**src/rtl/rail_seq_pkg.sv**
```systemverilog
package rail_seq_pkg;

    typedef enum logic [1:0] {
        ST_OFF    = 2'd0,
        ST_UVWAIT = 2'd1,
        ST_STEP   = 2'd2,
        ST_RUN    = 2'd3
    } seq_state_e;

endpackage

```
**src/rtl/rail_en_sync.sv**
```systemverilog
module rail_en_sync #(
    parameter int WIDTH  = 2,
    parameter int STAGES = 2
) (
    input  logic             clk,
    input  logic             rst_n,
    input  logic [WIDTH-1:0] async_i,
    output logic [WIDTH-1:0] sync_o
);

    for (genvar b = 0; b < WIDTH; b++) begin : g_bit
        logic [STAGES-1:0] chain_q;
        logic [STAGES-1:0] chain_d;

        always_comb begin
            chain_d = {chain_q[STAGES-2:0], async_i[b]};
        end

        always_ff @(posedge clk or negedge rst_n) begin
            if (!rst_n) chain_q <= '0;
            else        chain_q <= chain_d;
        end

        assign sync_o[b] = chain_q[STAGES-1];
    end

endmodule

```
**src/rtl/rail_step_timer.sv**
```systemverilog
module rail_step_timer #(
    parameter int LIMIT = 1024
) (
    input  logic clk,
    input  logic rst_n,
    input  logic clr_i,
    input  logic run_i,
    output logic expired_o
);

    localparam int CW = $clog2(LIMIT + 1);

    logic [CW-1:0] cnt_q;
    logic [CW-1:0] cnt_d;

    always_comb begin
        cnt_d = cnt_q;
        if (clr_i)      cnt_d = '0;
        else if (run_i) cnt_d = cnt_q + 1'b1;
    end

    always_ff @(posedge clk or negedge rst_n) begin
        if (!rst_n) cnt_q <= '0;
        else        cnt_q <= cnt_d;
    end

    assign expired_o = run_i && (cnt_q >= CW'(LIMIT - 1));

endmodule

```
**src/rtl/rail_chan_arb.sv**
```systemverilog
module rail_chan_arb (
    input  logic [1:0] want_i,
    input  logic [1:0] ramp_q_i,
    input  logic [1:0] hot_off_q_i,
    input  logic       ch1_in_reg_i,
    input  logic       over_temp_i,
    input  logic       cool_i,
    input  logic [1:0] heavy_load_i,
    output logic [1:0] ramp_d_o,
    output logic [1:0] hot_off_d_o
);

    logic [1:0] live;

    always_comb begin
        for (int k = 0; k < 2; k++) begin
            if (hot_off_q_i[k]) hot_off_d_o[k] = !cool_i;
            else                hot_off_d_o[k] = over_temp_i && heavy_load_i[k] && ramp_q_i[k];
        end
        live = want_i & ~hot_off_d_o;
        // channel 1 never waits; channel 2 waits only while channel 1 is still settling
        ramp_d_o[0] = live[0];
        ramp_d_o[1] = live[1] && (ramp_q_i[1] || !live[0] || ch1_in_reg_i);
    end

endmodule

```
**src/rtl/dual_rail_seq.sv**
```systemverilog
module dual_rail_seq #(
    parameter int N_STEPS      = 5,
    parameter int STEP_TIMEOUT = 1024,
    parameter int SYNC_STAGES  = 2
) (
    input  logic               clk,
    input  logic               rst_n,
    input  logic [1:0]         chan_en_i,
    input  logic               supply_ok_i,
    input  logic [N_STEPS-1:0] step_done_i,
    input  logic               ch1_in_reg_i,
    input  logic               over_temp_i,
    input  logic               cool_i,
    input  logic [1:0]         heavy_load_i,
    output logic [N_STEPS-1:0] step_en_o,
    output logic [1:0]         ramp_en_o,
    output logic               pwr_down_o,
    output logic               fault_o
);
    import rail_seq_pkg::*;

    localparam int IDX_W = (N_STEPS > 1) ? $clog2(N_STEPS) : 1;

    typedef struct packed {
        seq_state_e         st;
        logic [IDX_W-1:0]   idx;
        logic [N_STEPS-1:0] step_en;
        logic [1:0]         ramp;
        logic [1:0]         hot_off;
        logic               fault;
    } seq_regs_t;

    seq_regs_t  cur_q;
    seq_regs_t  nxt_d;
    logic [1:0] en_sync;
    logic       any_en;
    logic       done_sel;
    logic       tmr_clr;
    logic       tmr_run;
    logic       tmr_exp;
    logic [1:0] arb_ramp;
    logic [1:0] arb_hot_off;

    rail_en_sync #(.WIDTH(2), .STAGES(SYNC_STAGES)) u_sync (
        .clk     (clk),
        .rst_n   (rst_n),
        .async_i (chan_en_i),
        .sync_o  (en_sync)
    );

    rail_step_timer #(.LIMIT(STEP_TIMEOUT)) u_timer (
        .clk       (clk),
        .rst_n     (rst_n),
        .clr_i     (tmr_clr),
        .run_i     (tmr_run),
        .expired_o (tmr_exp)
    );

    rail_chan_arb u_arb (
        .want_i       (en_sync),
        .ramp_q_i     (cur_q.ramp),
        .hot_off_q_i  (cur_q.hot_off),
        .ch1_in_reg_i (ch1_in_reg_i),
        .over_temp_i  (over_temp_i),
        .cool_i       (cool_i),
        .heavy_load_i (heavy_load_i),
        .ramp_d_o     (arb_ramp),
        .hot_off_d_o  (arb_hot_off)
    );

    assign any_en = |en_sync;

    always_comb begin
        done_sel = 1'b0;
        for (int k = 0; k < N_STEPS; k++) begin
            if (cur_q.idx == IDX_W'(k)) done_sel = step_done_i[k];
        end
    end

    always_comb begin
        nxt_d   = cur_q;
        tmr_clr = 1'b1;
        tmr_run = 1'b0;

        unique case (cur_q.st)
            ST_OFF: begin
                nxt_d.step_en = '0;
                nxt_d.ramp    = '0;
                nxt_d.hot_off = '0;
                nxt_d.idx     = '0;
                if (any_en) nxt_d.st = ST_UVWAIT;
            end
            ST_UVWAIT: begin
                if (supply_ok_i) begin
                    nxt_d.st      = ST_STEP;
                    nxt_d.idx     = '0;
                    nxt_d.step_en = N_STEPS'(1);
                end
            end
            ST_STEP: begin
                tmr_clr = 1'b0;
                tmr_run = 1'b1;
                if (done_sel) begin
                    tmr_clr = 1'b1;
                    if (cur_q.idx == IDX_W'(N_STEPS - 1)) begin
                        nxt_d.st = ST_RUN;
                    end else begin
                        nxt_d.idx = cur_q.idx + 1'b1;
                        for (int k = 0; k < N_STEPS; k++) begin
                            nxt_d.step_en[k] = (k <= int'(cur_q.idx) + 1);
                        end
                    end
                end else if (tmr_exp) begin
                    nxt_d.st      = ST_OFF;
                    nxt_d.fault   = 1'b1;
                    nxt_d.step_en = '0;
                    nxt_d.idx     = '0;
                end
            end
            ST_RUN: begin
                nxt_d.ramp    = arb_ramp;
                nxt_d.hot_off = arb_hot_off;
            end
            default: nxt_d.st = ST_OFF;
        endcase

        // global overrides: request removal wins over supply loss
        if (cur_q.st != ST_OFF && !any_en) begin
            nxt_d.st      = ST_OFF;
            nxt_d.step_en = '0;
            nxt_d.ramp    = '0;
            nxt_d.hot_off = '0;
            nxt_d.idx     = '0;
            tmr_clr       = 1'b1;
            tmr_run       = 1'b0;
        end else if ((cur_q.st == ST_STEP || cur_q.st == ST_RUN) && !supply_ok_i) begin
            nxt_d.st      = ST_UVWAIT;
            nxt_d.step_en = '0;
            nxt_d.ramp    = '0;
            nxt_d.hot_off = '0;
            nxt_d.idx     = '0;
            tmr_clr       = 1'b1;
            tmr_run       = 1'b0;
        end
    end

    always_ff @(posedge clk or negedge rst_n) begin
        if (!rst_n) begin
            cur_q.st      <= ST_OFF;
            cur_q.idx     <= '0;
            cur_q.step_en <= '0;
            cur_q.ramp    <= '0;
            cur_q.hot_off <= '0;
            cur_q.fault   <= 1'b0;
        end else begin
            cur_q <= nxt_d;
        end
    end

    assign step_en_o  = cur_q.step_en;
    assign ramp_en_o  = cur_q.ramp;
    assign pwr_down_o = (cur_q.st == ST_OFF);
    assign fault_o    = cur_q.fault;

endmodule

```
**config.mk**
```make
export PLATFORM = sky130hd
export DESIGN_NAME = dual_rail_seq
export DESIGN_NICKNAME = d
export VERILOG_FILES = /design/src/rtl/rail_seq_pkg.sv /design/src/rtl/rail_en_sync.sv /design/src/rtl/rail_step_timer.sv /design/src/rtl/rail_chan_arb.sv /design/src/rtl/dual_rail_seq.sv
export SDC_FILE = /design/constraint.sdc
export NUM_CORES = 1
export LEC_CHECK = 0
export ABC_CLOCK_PERIOD_IN_PS = 2550
export BUFFER_PORTS_ARGS = -buffer_cell sky130_fd_sc_hd__buf_2
export CORE_MARGIN = 2
export CORE_UTILIZATION = 42
export DETAILED_ROUTE_END_ITERATION = 10
export HOLD_SLACK_MARGIN = 0.05
export PLACE_DENSITY = 0.61
export REMOVE_ABC_BUFFERS = 1
export SLEW_MARGIN = 20
export SYNTH_ARGS = -nofsm -noshare
export SYNTH_HDL_FRONTEND = slang
export SYNTH_SLANG_ARGS = --single-unit
```
**constraint.sdc**
```tcl
create_clock -name clk -period 2.55 [get_ports clk]
set_input_delay 0.51 -clock clk [delete_from_list [all_inputs] [get_ports clk]]
set_output_delay 0.51 -clock clk [all_outputs]
set_load 0.01 [all_outputs]
```
After elaboration in Yosys (flattened, before gate mapping)
Index checks and enable logic that the tools add are counted.

Register bits after elaboration: 30. Bits of input ports: 15. Output and inout port bits: 9. Logic and storage cells: 84.

Add/sub/neg operators: 3. $lt $le $gt $ge: 6. Equal/unequal tests: 12. Muxes and demuxes: 26. Bitwise logic cells: 3. Reductions and logical operators: 25.

Operators by type and width (count): $le A3 B32 Y1 const A (2); $le A1 B32 Y1 const A (1); $le A2 B32 Y1 const A (1); $mux W10 (3); $pmux W10 S3 (1); $mux W14 (2); $mux W11 (2); $ne A5 B4 Y1 const B (3); $mux W1 (14); $add A11 B1 Y11 const B (1); $ge A11 B10 Y1 const B (1); $logic_and A1 B1 Y1 (8); $mux W8 (1); $pmux W4 S2 (1); $eq A3 B2 Y1 const B (2); $reduce_and A5 Y1 (1); $reduce_bool A5 Y1 (1); $add A3 B1 Y4 const B (1); $eq A2 B2 Y1 const B (2); $le A3 B4 Y1 const A (1); $logic_not A1 Y1 (4); $mux W2 (2); $ne A4 B1 Y1 const B (1); $ne A4 B4 Y1 const B (1); other kinds (15) (18).

Depth between registers and ports, before layout
Gate-level depths: netlist of run 1.

Depth after elaboration: 12. Mapped depth: 8. Gate-level depth less buffers: 7.

Modules after synthesis
Synthesis of run 1 repeated with hierarchy kept, for this count alone.

Cells, all modules: 172. Area total of the unflattened synthesis: 1762.9 um^2.

Modules (own cells, without submodules): dual_rail_seq (times used 1, cells each 101, area an instance 1012.2 um^2, sequential area each 375.4 um^2); rail_step_timer (times used 1, cells each 56, area an instance 555.5 um^2, sequential area each 275.3 um^2); rail_en_sync (times used 1, cells each 6, area an instance 115.1 um^2, sequential area each 100.1 um^2); rail_chan_arb (times used 1, cells each 9, area an instance 80.1 um^2, sequential area each 0.0 um^2).

Least setup slack after synthesis of run 1
OpenSTA, ideal clock, no wires.

Kind: register to register. From: register cur_q[10] (netlist name). To: register cur_q[14] (netlist name). Setup time: 128 ps. Arrival time: 1908 ps. Data required time: 2422 ps. Path slack: 514 ps. Cell stages (with the launch flop): 7. Buffers on the path: 0. Clock period less this slack: 2036 ps. Cell sequence: dfrtp_1 > ha_1 > ha_1 > a2111oi_4 > nor3_2 > o32ai_2 > mux2_1.

Cells in the longest elaborated chain, start to end: 10. Elaborated cells on any way between the ends: 17. Classes of those cells: eq/ne: 6; mux: 9; reduce/logical: 2.

RTL lines: start, declared (RTL line dual_rail_seq.sv:33) `seq_regs_t cur_q;`; start signal, assigned (RTL line dual_rail_seq.sv:156) `cur_q <= nxt_d;`; $logic_not A3 Y1 (RTL line dual_rail_seq.sv:76) `if (cur_q.idx == IDX_W'(k)) done_sel = step_done_i[k];`; $mux W1 (5 in a row) (RTL line dual_rail_seq.sv:76); $mux W10 (RTL line dual_rail_seq.sv:103) `if (done_sel) begin`; $pmux W10 S3 (RTL line dual_rail_seq.sv:85) `unique case (cur_q.st)`; $mux W14 (RTL line dual_rail_seq.sv:136) `end else if ((cur_q.st == ST_STEP || cur_q.st == ST_RUN) && !supply_ok_i) begin`; $mux W14 (RTL line dual_rail_seq.sv:128) `if (cur_q.st != ST_OFF && !any_en) begin`.

Parallel ways exist; a longest one is shown, timed or not. A chain may end at the register's enable or synchronous reset.

Worst setup path after layout of run 1
From: register cur_q[11] (netlist name). To: register cur_q[14] (netlist name).

The elaborated chain is that of the path after synthesis.

==> flow_summary.json, run 1 <==
{
  "fin_crit_sh_pct": 85.9,
  "die_w_um": 69.7,
  "syn_area_um2": 1810,
  "layout_setup_ws_ns": 0.358,
  "finalSetupViolations": 0,
  "gp_congestion": 0.844,
  "synth.distinct_cells": 47,
  "ys_seq_area_share_pct": 41.4,
  "cts.hold.buffers_added": 0,
  "final_common_cell": "dfrtp_1",
  "overflow": 0,
  "ys_async_sr_fraction_pct": 100,
  "ant_nets": 0,
  "ir_drop_uv": 391,
  "arrival_ns": 2.35,
  "reg2reg_to": "cur_q[14]$_DFFE_PN0P_",
  "n_antenna_cell": 0,
  "cts_buffers": 5,
  "required_ns": 2.71,
  "synth_seq_cells": 30,
  "post-place-ws_ns": 0.354,
  "die_area_um2": 4860,
  "design_area_um2": 2000,
  "drc": 0,
  "timing.hold.ws_ns": 0.271,
  "coreArea_um2": 4090,
  "routed_wl_um": 3320,
  "cp_top_family": "compound AO/OA/AOI/OAI gates",
  "drt_pre_antenna_iters": 4,
  "path_cells": "inv_1 > ha_1 > nand3b_4 > a2111oi_4 > nor3_2 > o32ai_2 > mux2_1",
  "min_period_ns": 2.19,
  "worstPathBufferInverterCount": 1,
  "hold_path.class": "primary input to async pin",
  "reg2reg_slack_ns": 0.36,
  "reg2reg_depth": 7,
  "startpoint_type": "flip-flop",
  "fillers": 387,
  "place_area_um2": 1920,
  "clk_latency_ns": 0.27,
  "drive_above_1_share_pct": 28.4,
  "io_buffers": 23,
  "grt_max_degree": 31,
  "rsz0062_at_grt": "false",
  "htree_levels": 2,
  "finalHoldViolations": 0,
  "fin_tns_setup_ns": 0,
  "path_class": "flip-flop to flip-flop",
  "grt.total_usage_pct": 14.7,
  "vias": 1265,
  "max-slew-margin-rel_pct": 55.5,
  "synthFlopType": "dfrtp_1",
  "initial_core_util_pct": 44.4,
  "rows": 23,
  "ios": 24,
  "grt_pass1_wl_um": 5860,
  "post_drt_via_cell_ratio": 5.43,
  "cp_slowest_stage_delay_ns": 0.45,
  "clk_pin_slew_worst_paths_ns": 0.06,
  "cp-end-kind": "flip-flop",
  "cts_resized": 0,
  "final_cell_mix": "30 x dfrtp_1, 23 x buf_2, 22 x nor2_1",
  "cts_sinks": 30,
  "fmax_mhz": 456,
  "clock_skew_ns": 0.00911,
  "drv_slew": 0,
  "cts_tree": "yes",
  "worst_pin_slew_ns": 0.668,
  "grt_pass1_vias": 1244,
  "ys.warnings.count": 0,
  "slowest_stage": "a2111oi_4",
  "rr_startpoint": "cur_q[11]$_DFFE_PN0P_",
  "hpwl_um": 2470,
  "dieHeight_um": 69.7,
  "drt-wirelength-per-cell_um": 14.3,
  "leakagePower_nw": 0.915,
  "cap_violations": 0,
  "status": "completed",
  "p_per_area_nw_per_um2": 769,
  "nNetsFinal": 209,
  "post_cts_buffers": 0,
  "drtIter0Drc": 50,
  "synth_edf_count": 0,
  "synth_cells": 165,
  "critPathMaxFanout": 6,
  "syn-mean-instance-area_um2": 11.0,
  "clockBufferDepth": 2,
  "cts-root-buf": "clkbuf_8",
  "syn2layout_area_growth_pct": 10.4,
  "antenna_found_initial": 0
}
[sequential cells by signal, summed over array words and instances (netlist names)]
register,count
u_sync.g_bit.chain_q,4
ramp_en_o,2
cur_q,7
step_en_o,5
fault_o,1
u_timer.cnt_q,11
[worst max-delay path by stage]
| stage | startpoint | endpoint | slack (ns) | depth (start not counted) |
|---|---|---|---|---|
| finish | cur_q[11]$_DFFE_PN0P_ | cur_q[14]$_DFFE_PN0P_ | 0.36 | 7 |
| global route | cur_q[10]$_DFFE_PN0P_ | fault_o$_DFFE_PN0P_ | 0.16 | 7 |
| CTS | cur_q[11]$_DFFE_PN0P_ | cur_q[14]$_DFFE_PN0P_ | 0.33 | 7 |
| detailed placement | cur_q[11]$_DFFE_PN0P_ | cur_q[14]$_DFFE_PN0P_ | 0.35 | 7 |
| global placement | u_timer.cnt_q[0]$_DFFE_PN0P_ | cur_q[10]$_DFFE_PN0P_ | 0.43 | 6 |
| floorplan | cur_q[10]$_DFFE_PN0P_ | cur_q[14]$_DFFE_PN0P_ | 0.51 | 6 |
[layer usage]
metal	up-vias	track usage (%)	share of wire, %
met5	-	0	0
met4	0	5.13	1.1
met3	5	3.49	2.8
met2	15	22.0	48
met1	626	20.9	48
li1	619	-	-
[power breakdown]
| part | switching (W) | total (W) | leakage (nW) | internal, W |
|---|---|---|---|---|
| clock | 0.000159 | 0.000367 | 0.0431 | 0.000208 |
| combinational | 0.000330 | 0.000619 | 0.467 | 0.000290 |
| sequential | 0.0000357 | 0.000554 | 0.406 | 0.000519 |
[final cells by class]
cell class / instances / area, µm² / share of cell area, %
flip-flops and latches: 30 / 751 / 37.5
repair buffers: 23 / 115 / 5.75
clock buffers: 6 / 82.6 / 4.13
well taps: 50 / 62.6 / 3.13
inverters: 7 / 26.3 / 1.31
multi-input cells: 117 / 965 / 48.2
[metrics by stage]
step / util (%) / cells / power [W]
2_1_floorplan: - / 154 / 0.00104
3_3_place_gp: 47.0 / 227 / 0.00117
3_5_place_dp: 47.0 / 227 / 0.00118
4_1_cts: 49.0 / 233 / 0.00156
5_1_grt: 49.0 / 233 / 0.00165
6_report: 49.0 / 233 / 0.00154
[kinds of logic after synthesis]
group | count (synthesis) | share of synthesized area, %
and+or+nand+nor | 59 | 17.3
DFF | 30 | 41.4
AOI/OAI and AO/OA | 29 | 16.9
buffers and inverters | 18 | 5.38
muxes | 10 | 7.80
adders and majority gates | 10 | 6.90
xor gates and xnor gates | 9 | 4.35
[cell usage after synthesis, types with 3 or more instances]
master | n | area, µm²
nor2_1 | 22 | 82.6
xnor2_1 | 3 | 26.3
buf_2 | 3 | 15.0
xor2_1 | 6 | 52.6
a21oi_1 | 3 | 15.0
nand3_1 | 11 | 55.1
nor3_1 | 3 | 15.0
a22o_1 | 3 | 26.3
ha_1 | 10 | 125
and4_1 | 3 | 26.3
and3_1 | 4 | 25.0
buf_4 | 7 | 52.6
dfrtp_1 | 30 | 751
mux2_4 | 8 | 120
nand2_1 | 6 | 22.5
o21ai_0 | 3 | 15.0
inv_1 | 6 | 22.5
Power figures use the tool's default switching activity.
==> inputs of run 2 (changes only) <==
--- a/config.mk
+++ b/config.mk
@@ -11,8 +11,10 @@
 export CORE_UTILIZATION = 42
 export DETAILED_ROUTE_END_ITERATION = 10
 export HOLD_SLACK_MARGIN = 0.05
+export MAX_ROUTING_LAYER = met4
 export PLACE_DENSITY = 0.61
 export REMOVE_ABC_BUFFERS = 1
+export SKIP_CTS_REPAIR_TIMING = 1
 export SLEW_MARGIN = 20
 export SYNTH_ARGS = -nofsm -noshare
 export SYNTH_HDL_FRONTEND = slang
==> run 2 against run 1 <==
  * Hold slack better by 0.0019 ns
  * Via count increased by 0.24%
  * Fmax hardly changed
  * Non-clock buffer count did not move
  * Largest cell class unchanged
  * Critical path type unchanged
  * Core utilization is the same
  * Setup slack gained 0.0019 ns
  * Count of clock-buffer cells in the layout is the same
  * Sequential power about the same
  * Final cell count is the same
  * First-iteration DRC count increased by 2.0%
==> flow_summary.json, run 2 (synthesis gave the netlist of run 1 again) <==
{
  "status": "completed",
  "p_total_w": 0.00154,
  "final_util_pct": 49.0,
  "rows": 23,
  "vias": 1268,
  "grt_max_degree": 31,
  "min_period_ns": 2.19,
  "drt_pre_antenna_iters": 4,
  "drtIter0Drc": 51,
  "cap_violations": 0,
  "ant_nets": 0,
  "comb_power_share_pct": 40.2,
  "die_area_um2": 4860,
  "final_cell_mix": "30 x dfrtp_1, 23 x buf_2, 22 x nor2_1",
  "dieHeight_um": 69.7,
  "cp-end-kind": "flip-flop",
  "post_drt_via_cell_ratio": 5.44,
  "max-slew-margin-rel_pct": 55.1,
  "ir_drop_uv": 392,
  "clockBufferDepth": 2,
  "pwr-share-clk_pct": 23.9,
  "antenna_found_initial": 0,
  "io_buffers": 23,
  "leakagePower_nw": 0.915,
  "met3_usage_pct": 3.49,
  "cts_tree": "yes",
  "drv_slew": 0,
  "rsz0062_at_grt": "false",
  "startpoint_type": "flip-flop",
  "routed_wl_um": 3330,
  "grt.met2_usage_pct": 22.0,
  "final_common_cell": "dfrtp_1",
  "nNetsFinal": 209,
  "overflow": 0,
  "p_per_area_nw_per_um2": 770,
  "finalSetupViolations": 0,
  "cts_buffers": 5,
  "drc": 0,
  "busiest_layer": "met2",
  "largest_reg_flops": 11,
  "timing.hold.ws_ns": 0.273,
  "finalHoldViolations": 0,
  "fmax_mhz": 457,
  "htree_levels": 2,
  "clock_skew_ns": 0.00980,
  "net-switching-power_w": 0.000526,
  "die_w_um": 69.7,
  "worst_pin_slew_ns": 0.673,
  "cts_sinks": 30,
  "cts-root-buf": "clkbuf_8",
  "arrival_ns": 2.35,
  "regMostFlops": "u_timer.cnt_q",
  "met1_usage_pct": 20.9,
  "fin_tns_setup_ns": 0,
  "clk_pin_slew_worst_paths_ns": 0.06,
  "required_ns": 2.71,
  "hold_path.class": "primary input to async pin",
  "swShare_pct": 34.1,
  "coreArea_um2": 4090,
  "drt-wirelength-per-cell_um": 14.3,
  "path_class": "flip-flop to flip-flop",
  "syn2layout_area_growth_pct": 10.4,
  "hpwl_um": 2470,
  "n_antenna_cell": 0,
  "fin_crit_sh_pct": 85.9,
  "initial_core_util_pct": 44.4,
  "drive_above_1_share_pct": 28.4,
  "ios": 24,
  "gp_congestion": 0.857,
  "grt_pass1_vias": 1249,
  "grt_pass1_wl_um": 5850,
  "critPathMaxFanout": 6,
  "p_int_w": 0.00102,
  "clk_latency_ns": 0.27,
  "grt.total_usage_pct": 15.2,
  "p_seq_share_pct": 36.0
}
-- run 2: cell counts in the layout (fill, tap and decap cells not counted) --
No cell type changed its count.
-- run 2: per-layer routing --
metal | wire length, µm | part of all wire, %
met5 | 0 | 0
met4 | 34 | 1.0
met3 | 95 | 2.9
met2 | 1590 | 48
met1 | 1610 | 48
-- run 2: area by class of cell --
type	count	area (µm²)
Clock buffer	6	82.6
Fill cell	387	2080
Inverter	7	26.3
Multi-Input combinational cell	117	965
Sequential cell	30	751
Tap cell	50	62.6
Timing Repair Buffer	23	115
-- run 2: worst paths after layout --
check,end,slack [ns],depth (start not counted),startpoint
worst max-delay path,cur_q[14]$_DFFE_PN0P_,0.36,7,cur_q[11]$_DFFE_PN0P_
worst min-delay path,u_timer.cnt_q[4]$_DFFE_PN0P_,0.27,1,rst_n
worst max register to register,cur_q[14]$_DFFE_PN0P_,0.36,7,cur_q[11]$_DFFE_PN0P_
worst min register to register,u_sync.g_bit[0].chain_q[1]$_DFF_PN0_,0.35,0,u_sync.g_bit[0].chain_q[0]$_DFF_PN0_
max in group asynchronous,u_sync.g_bit[1].chain_q[0]$_DFF_PN0_,1.83,1,rst_n
min in group clk,u_sync.g_bit[0].chain_q[1]$_DFF_PN0_,0.35,0,u_sync.g_bit[0].chain_q[0]$_DFF_PN0_
-- run 2: per-stage QoR --
step                cells  worst slack (ns)  cell area (µm²)
floorplan             154             0.514             1740
global placement      227             0.428             1920
detailed placement    227             0.354             1920
CTS                   233             0.335             2000
global route          233             0.156             2000
finish                233             0.360             2000
-- run 2: critical path, stage by stage, from the launching register on --
cell and delay, ns:
dfrtp_1 0.43, inv_1 0.09, ha_1 0.23, nand3b_4 0.18, a2111oi_4 0.45, nor3_2 0.09, o32ai_2 0.26, mux2_1 0.34
-- run 2: power groups by stage --
| stage | logic, W | registers, W | clock network [W] |
|---|---|---|---|
| 6_report | 0.000619 | 0.000554 | 0.000368 |
| 5_1_grt | 0.000683 | 0.000562 | 0.000405 |
| 4_1_cts | 0.000623 | 0.000555 | 0.000383 |
| 3_5_place_dp | 0.000622 | 0.000562 | 0 |
| 3_3_place_gp | 0.000611 | 0.000560 | 0 |
| 2_1_floorplan | 0.000478 | 0.000565 | 0 |
